## config.mk

```make
export PLATFORM = sky130hd
export DESIGN_NAME = lin_rx_sequencer
export DESIGN_NICKNAME = d
export VERILOG_FILES = /design/src/rtl/lin_seq_pkg.sv /design/src/rtl/lin_seq_tick.sv /design/src/rtl/lin_seq_tx.sv /design/src/rtl/lin_seq_rx.sv /design/src/rtl/lin_rx_sequencer.sv
export SDC_FILE = /design/constraint.sdc
export NUM_CORES = 1
export LEC_CHECK = 0
export BUFFER_PORTS_ARGS = -buffer_cell sky130_fd_sc_hd__buf_4
export CORE_UTILIZATION = 40
export DETAILED_ROUTE_END_ITERATION = 10
export GPL_ROUTABILITY_DRIVEN = 0
export PLACE_DENSITY = 0.68
export SLEW_MARGIN = 10
export SYNTH_ARGS = -nofsm -noshare
export SYNTH_HDL_FRONTEND = slang
export SYNTH_HIERARCHICAL = 1
export SYNTH_SLANG_ARGS = --single-unit
```

## constraint.sdc

```tcl
create_clock -name clk -period 4.61 [get_ports clk]
set_input_delay 0.6915 -clock clk [delete_from_list [all_inputs] [get_ports clk]]
set_output_delay 0.6915 -clock clk [all_outputs]
set_load 0.03 [all_outputs]
```

## src/rtl/lin_seq_pkg.sv

```systemverilog
package lin_seq_pkg;
  typedef enum logic [2:0] {S_CMD, S_BRK, S_SYN, S_PID, S_RSP} seq_st_t;

  function automatic logic [7:0] prot_id(input logic [5:0] id);
    logic p0, p1;
    p0 = id[0] ^ id[1] ^ id[2] ^ id[4];
    p1 = ~(id[1] ^ id[3] ^ id[4] ^ id[5]);
    return {p1, p0, id};
  endfunction

  function automatic logic [7:0] cks_add(input logic [7:0] a, input logic [7:0] b);
    logic [8:0] s;
    s = {1'b0, a} + {1'b0, b};
    return s[7:0] + {7'd0, s[8]};
  endfunction
endpackage

```

## src/rtl/lin_seq_tick.sv

```systemverilog
module lin_seq_tick #(
  parameter int DIV_W = 8
) (
  input  logic             clk,
  input  logic             rst_n,
  input  logic [DIV_W-1:0] div,
  output logic             tick
);
  logic [DIV_W-1:0] cnt, cnt_n;

  assign tick = (cnt == '0);

  always_comb begin
    if (tick) cnt_n = div;
    else      cnt_n = cnt - 1'b1;
  end

  always_ff @(posedge clk or negedge rst_n)
    if (!rst_n) cnt <= '0;
    else        cnt <= cnt_n;

  // ticks are at least two clocks apart when the divisor is non-zero
  p_tick_gap_r10: assert property (@(posedge clk) disable iff (!rst_n)
    (tick && div != '0) |=> !tick);
endmodule

```

## src/rtl/lin_seq_tx.sv

```systemverilog
module lin_seq_tx #(
  parameter int OVS = 16
) (
  input  logic       clk,
  input  logic       rst_n,
  input  logic       tick,
  input  logic       start,
  input  logic       brk,
  input  logic [7:0] byte_i,
  output logic       line,
  output logic       busy,
  output logic       done
);
  localparam int SW = $clog2(OVS);

  logic [13:0]   sh, sh_n;
  logic [3:0]    left, left_n;
  logic [SW-1:0] scnt, scnt_n;
  logic          busy_n, done_n;

  assign line = busy ? sh[0] : 1'b1;

  always_comb begin
    sh_n = sh; left_n = left; scnt_n = scnt; busy_n = busy; done_n = 1'b0;
    if (start) begin
      busy_n = 1'b1;
      scnt_n = '0;
      if (brk) begin sh_n = {1'b1, 13'd0};                left_n = 4'd14; end
      else     begin sh_n = {4'hF, 1'b1, byte_i, 1'b0};   left_n = 4'd10; end
    end else if (busy && tick) begin
      if (scnt == SW'(OVS-1)) begin
        scnt_n = '0;
        sh_n   = {1'b1, sh[13:1]};
        left_n = left - 1'b1;
        if (left == 4'd1) begin busy_n = 1'b0; done_n = 1'b1; end
      end else begin
        scnt_n = scnt + 1'b1;
      end
    end
  end

  always_ff @(posedge clk or negedge rst_n)
    if (!rst_n) begin
      sh <= '1; left <= '0; scnt <= '0; busy <= 1'b0; done <= 1'b0;
    end else begin
      sh <= sh_n; left <= left_n; scnt <= scnt_n; busy <= busy_n; done <= done_n;
    end

  // a finished shift always leaves the line released
  p_tx_release_r2: assert property (@(posedge clk) disable iff (!rst_n)
    done |-> line);
endmodule

```

## src/rtl/lin_seq_rx.sv

```systemverilog
module lin_seq_rx #(
  parameter int OVS = 16
) (
  input  logic       clk,
  input  logic       rst_n,
  input  logic       tick,
  input  logic       en,
  input  logic       rx_i,
  output logic       valid,
  output logic [7:0] byte_o
);
  localparam int SW  = $clog2(OVS);
  localparam int MID = OVS / 2;

  logic [1:0]    sync, sh, sh_n;
  logic          rx_s, act, act_n, valid_n, maj;
  logic [SW-1:0] scnt, scnt_n;
  logic [3:0]    bidx, bidx_n;
  logic [7:0]    data_n;

  assign rx_s = sync[1];
  assign maj  = (sh[1] & sh[0]) | (sh[1] & rx_s) | (sh[0] & rx_s);

  always_comb begin
    sh_n = sh; act_n = act; scnt_n = scnt; bidx_n = bidx; data_n = byte_o; valid_n = 1'b0;
    if (!en) begin
      act_n = 1'b0;
    end else if (tick) begin
      sh_n = {sh[0], rx_s};
      if (!act) begin
        if (!rx_s) begin act_n = 1'b1; scnt_n = SW'(1); bidx_n = '0; end
      end else begin
        if (scnt == SW'(OVS-1)) begin scnt_n = '0; bidx_n = bidx + 1'b1; end
        else                          scnt_n = scnt + 1'b1;
        if (scnt == SW'(MID+1)) begin
          if (bidx == 4'd0)      begin if (maj) act_n = 1'b0; end
          else if (bidx == 4'd9) begin valid_n = 1'b1; act_n = 1'b0; end
          else                   data_n = {maj, byte_o[7:1]};
        end
      end
    end
  end

  always_ff @(posedge clk or negedge rst_n)
    if (!rst_n) begin
      sync <= 2'b11; sh <= 2'b11; act <= 1'b0; scnt <= '0; bidx <= '0;
      byte_o <= '0; valid <= 1'b0;
    end else begin
      sync <= {sync[0], rx_i}; sh <= sh_n; act <= act_n; scnt <= scnt_n;
      bidx <= bidx_n; byte_o <= data_n; valid <= valid_n;
    end

  // a byte completes at most once per character time, never back to back
  p_rx_pulse_r11: assert property (@(posedge clk) disable iff (!rst_n)
    valid |=> !valid);
endmodule

```

## src/rtl/lin_rx_sequencer.sv

```systemverilog
module lin_rx_sequencer
  import lin_seq_pkg::*;
#(
  parameter int DIV_W = 8,
  parameter int OVS   = 16
) (
  input  logic             clk,
  input  logic             rst_n,
  input  logic [DIV_W-1:0] baud_div,
  input  logic [7:0]       cmd_data,
  input  logic             cmd_valid,
  output logic             cmd_ready,
  output logic             lin_tx,
  input  logic             lin_rx,
  output logic [7:0]       rsp_data,
  output logic             rsp_valid,
  input  logic             rsp_ready,
  output logic             done,
  output logic             cksum_err,
  output logic             timeout_err
);
  localparam int SW = $clog2(OVS);

  seq_st_t       st, st_n;
  logic [1:0]    idx, idx_n;
  logic [5:0]    id, id_n;
  logic [7:0]    len, len_n, rcnt, rcnt_n, acc, acc_n, od_n;
  logic          cse, cse_n, crc, crc_n, td, td_n;
  logic [11:0]   to, to_n, bitcnt, bitcnt_n;
  logic [SW-1:0] bsamp, bsamp_n;
  logic          launch, launch_n, ov_n, done_n, cke_n, toe_n;
  logic          tick, tx_busy, tx_done, rx_valid;
  logic [7:0]    rx_byte;

  lin_seq_tick #(.DIV_W(DIV_W)) u_tick (.clk(clk), .rst_n(rst_n), .div(baud_div), .tick(tick));

  lin_seq_tx #(.OVS(OVS)) u_tx (
    .clk(clk), .rst_n(rst_n), .tick(tick), .start(launch), .brk(st == S_BRK),
    .byte_i((st == S_SYN) ? 8'h55 : prot_id(id)),
    .line(lin_tx), .busy(tx_busy), .done(tx_done));

  lin_seq_rx #(.OVS(OVS)) u_rx (
    .clk(clk), .rst_n(rst_n), .tick(tick), .en(st == S_RSP), .rx_i(lin_rx),
    .valid(rx_valid), .byte_o(rx_byte));

  assign cmd_ready = (st == S_CMD);

  always_comb begin
    st_n = st; idx_n = idx; id_n = id; len_n = len; cse_n = cse; crc_n = crc; td_n = td;
    to_n = to; rcnt_n = rcnt; acc_n = acc; bitcnt_n = bitcnt; bsamp_n = bsamp;
    launch_n = 1'b0; ov_n = rsp_valid; od_n = rsp_data;
    done_n = done; cke_n = cksum_err; toe_n = timeout_err;
    if (rsp_valid && rsp_ready) ov_n = 1'b0;
    case (st)
      S_CMD: if (cmd_valid) begin
        done_n = 1'b0; cke_n = 1'b0; toe_n = 1'b0;
        idx_n  = idx + 1'b1;
        case (idx)
          2'd0: id_n  = cmd_data[5:0];
          2'd1: len_n = cmd_data;
          2'd2: begin cse_n = cmd_data[7]; crc_n = cmd_data[6]; td_n = cmd_data[5];
                      to_n[11:8] = cmd_data[3:0]; end
          default: begin
            to_n[7:0] = cmd_data;
            if (!td) begin st_n = S_BRK; launch_n = 1'b1; end
          end
        endcase
      end
      S_BRK: if (tx_done) begin st_n = S_SYN; launch_n = 1'b1; end
      S_SYN: if (tx_done) begin st_n = S_PID; launch_n = 1'b1; end
      S_PID: if (tx_done) begin
        st_n = S_RSP; rcnt_n = '0; acc_n = '0; bitcnt_n = '0; bsamp_n = '0;
      end
      default: begin
        if (tick) begin
          bsamp_n = bsamp + 1'b1;
          if (bsamp == SW'(OVS-1)) bitcnt_n = bitcnt + 1'b1;
        end
        if (rx_valid) begin
          if (rcnt != len) begin
            acc_n = cks_add(acc, rx_byte); rcnt_n = rcnt + 1'b1;
            ov_n = 1'b1; od_n = rx_byte;
          end else begin
            if (cse && (rx_byte != ~acc)) cke_n = 1'b1;
            if (crc) begin ov_n = 1'b1; od_n = rx_byte; end
            done_n = 1'b1; st_n = S_CMD;
          end
        end else if (bitcnt == to) begin
          toe_n = 1'b1; done_n = 1'b1; st_n = S_CMD;
        end
      end
    endcase
  end

  always_ff @(posedge clk or negedge rst_n)
    if (!rst_n) begin
      st <= S_CMD; idx <= '0; id <= '0; len <= '0; cse <= 1'b0; crc <= 1'b0; td <= 1'b0;
      to <= '0; rcnt <= '0; acc <= '0; bitcnt <= '0; bsamp <= '0; launch <= 1'b0;
      rsp_valid <= 1'b0; rsp_data <= '0; done <= 1'b0; cksum_err <= 1'b0; timeout_err <= 1'b0;
    end else begin
      st <= st_n; idx <= idx_n; id <= id_n; len <= len_n; cse <= cse_n; crc <= crc_n; td <= td_n;
      to <= to_n; rcnt <= rcnt_n; acc <= acc_n; bitcnt <= bitcnt_n; bsamp <= bsamp_n;
      launch <= launch_n; rsp_valid <= ov_n; rsp_data <= od_n;
      done <= done_n; cksum_err <= cke_n; timeout_err <= toe_n;
    end

  // an accepted record byte clears all completion flags
  p_flags_clear_r12: assert property (@(posedge clk) disable iff (!rst_n)
    (cmd_valid && cmd_ready) |=> (!done && !cksum_err && !timeout_err));
  // a finished frame leaves the block ready for the next record
  p_done_idle_r12: assert property (@(posedge clk) disable iff (!rst_n)
    done |-> cmd_ready);
  // a frame ends either by timeout or by checksum arrival, never both
  p_err_excl_r8: assert property (@(posedge clk) disable iff (!rst_n)
    !(cksum_err && timeout_err));
  // with no frame running and the shifter idle, the bus is released
  p_tx_idle_r9: assert property (@(posedge clk) disable iff (!rst_n)
    (cmd_ready && !tx_busy) |-> lin_tx);
endmodule

```

==> impl_metrics.toml <==
[grt]
overflow = 0
grt_pass1_wl_um = 24300
grt_util_all_layers_pct = 17.0
grt_max_degree = 72
grt_pass1_vias = 4923
grt_antenna_before_repair = 0

[critical_path]
required_ns = 4.95
worstSetupPathType = "reg -> reg"
critPathMostFrequentCell = "nand2_1"
reg2reg_depth = 9
crit_path_end_kind = "flip-flop"
slowest_stage = "and2_0"
r2r_start = "u_tick/cnt[0]"
setup.worst_path.start_class = "flip-flop"
timing.rr.end = "bitcnt[8]"
crit_path_start = "u_tick/cnt[0]"
endpoint = "bitcnt[8]"
slowest_delay_ns = 0.48
rrSetupSlack_ns = 1.60
worst_ep_arrival_time_ns = 3.35
worstPathCellList = "inv_1, ha_1, nor3b_2, and2_0, nand2_1, a211oi_2, nand2_1, or3_1, a21oi_1"
worstPathMaxFanout = 10

[route]
ant_nets = 0
drc = 0
wirelength_um = 14100
wl_met2_um = 6670
route.met3.wl_um = 490
wl_met1_um = 6800
num_vias = 5028
viasPerCell = 5.38
top_layer_used = "met4"
wl_per_cell_um = 15.1
drtIter0Drc = 270
first_pass_iters = 7

[hold_path]
hold_class = "in -> async"

[place]
port_buffers = 34
placed_area_um2 = 7430
place_hpwl_um = 9810

[power]
ir_drop_uv = 207
p_leak_nw = 3.52
powerDensity_nw_per_um2 = 409

[flow_run]
drv_cap = 0

[timing]
max_freq_ghz = 0.333
worst_pin_slew_ns = 1.06
rsz0062_at_grt = "no"
whs_ns = 0.275
fin_setup_tns_ns = 0
drv_slew = 0
clock_skew_ns = 0.0112
min_period_ns = 3.01
timing.final.crit_share_pct = 65.2
slew_headroom_pct = 29.1
hold_viol_final = 0
setup_violations = 0

[cts]
hold_buffers = 0
cts_tree = "yes"
postCtsSetupRepairBufs = 0
clock-sinks = 132
cts-resized-gates = 0
cts_buffers = 17
root_buffer = "clkbuf_16"
clock_latency_ns = 0.42
path_clk_slew_ns = 0.05
htreeDepth = 4
cts_buffer_depth = 2

[floorplanning]
dieArea_um2 = 18000
io_pins = 35
start_util_pct = 40.8
row_count = 48
dieWidth_um = 134
fp.dieH_um = 134
core_um2 = 17200

[final_layout]
design_area_um2 = 7990
drive_above_1_share_pct = 21.4
area_delta_synth_final_pct = 14.0
fin_nets = 745
antenna_cells = 0
final_util_pct = 46.5

[yosys]
synth_cell_types = 74
synth_ff_type = "dfrtp_1"
syn_avg_cell_area_um2 = 10.5
netlist_area_um2 = 7010
synthArstFlopShare_pct = 100
synth_edf_count = 0
syn_nets = 714
yosys_warnings = 6
ys_seq_area_share_pct = 47.4
netlist_instances = 665
ys_ff_latch = 132

[status]
status = "completed"
[cell families after synthesis]
| group | count (synthesis) | synth area share [%] |
|---|---|---|
| compound gates | 144 | 13.9 |
| xor+xnor | 51 | 6.48 |
| fa+ha+maj | 29 | 5.27 |
| buf+inv | 51 | 3.37 |
| flops | 132 | 47.4 |
| mux | 46 | 7.38 |
| simple gates | 212 | 16.2 |
[cells in the mapped netlist (10+ instances only)]
cell type	number	area share, %
buf_2	10	0.71
nand3_1	21	1.5
dfstp_2	17	6.4
dfrtp_1	115	41
xor2_1	12	1.5
xnor2_1	38	4.8
mux2_2	45	7.2
nand2b_1	11	0.98
ha_1	27	4.8
nand4_1	17	1.5
nand2_1	53	2.8
nor3_1	14	1.0
inv_1	23	1.2
nor2_1	39	2.1
a21oi_1	25	1.8
o21ai_0	38	2.7
a31oi_1	14	1.2
[cells in the final DEF, fill, tap and decap left out, types with 23 or more instances in the layout]
master   netlist  routed
a21oi_1       25      25
buf_4          2      37
dfrtp_1      115     115
ha_1          27      27
inv_1         23      23
mux2_2        45      45
nand2_1       53      53
nor2_1        39      39
o21ai_0       38      38
xnor2_1       38      38
[worst min path at each step]
stage / start / cells after the start / slack (ns) / end
floorplan: u_rx/sync[0] / 0 / 0.35 / u_rx/sync[1]
global placement: u_rx/sync[0] / 0 / 0.37 / u_rx/sync[1]
detailed placement: u_rx/sync[0] / 0 / 0.37 / u_rx/sync[1]
CTS: rst_n / 1 / 0.30 / rsp_data[2]
global route: rst_n / 1 / 0.34 / rsp_data[2]
finish: rst_n / 1 / 0.27 / rsp_data[2]
[metrics by stage]
| step | power, mW | instances | worst slack [ns] |
|---|---|---|---|
| floorplan | 1.90 | 665 | 1.97 |
| global placement | 2.02 | 902 | 1.73 |
| detailed placement | 2.03 | 902 | 1.63 |
| CTS | 3.31 | 934 | 1.60 |
| global route | 3.43 | 934 | 1.24 |
| finish | 3.26 | 934 | 1.60 |
[flip-flops by register name, summed over array words and instances, names as in the netlist, 3 cells and up]
name / cells
acc: 8
u_tx/scnt: 4
rsp_data: 8
to: 12
st: 3
bitcnt: 12
u_tx/left: 4
bsamp: 4
u_tx/sh: 13
u_rx/bidx: 4
u_tick/cnt: 8
u_rx/byte_o: 8
rcnt: 8
u_rx/scnt: 4
id: 6
len: 8
[report_power, final]
part	leakage [nW]	internal, mW	switching, mW
Sequential	1.70	1.39	0.133
Combinational	1.54	0.281	0.214
Clock	0.275	0.795	0.456
Total	3.52	2.46	0.802
[layer usage]
metal / track usage (%) / vias to the layer above
met5: 0 / -
met1: 23.0 / 2482
met3: 3.82 / 12
li1: - / 2455
met4: 6.99 / 0
met2: 26.5 / 79
[area by class of cell]
| type | count | area [µm²] |
|---|---|---|
| fill | 1603 | 9190 |
| multi-input combinational | 482 | 3450 |
| sequential | 132 | 3320 |
| clock buffer | 27 | 503 |
| timing repair buffer | 38 | 289 |
| tap | 225 | 282 |
| inverter | 25 | 93.8 |
| clock inverter | 5 | 50.0 |
[critical path: cells and delay by family, from the launching register on]
family	cells	cell delay, ns
AO/OA/AOI/OAI	2	0.61
buffers and inverters	1	0.09
AND/OR/NAND/NOR	5	1.66
adder cells (fa/ha/maj)	1	0.16
flip-flops	1	0.40
Note: power is estimated with default switching activity, not from simulation.
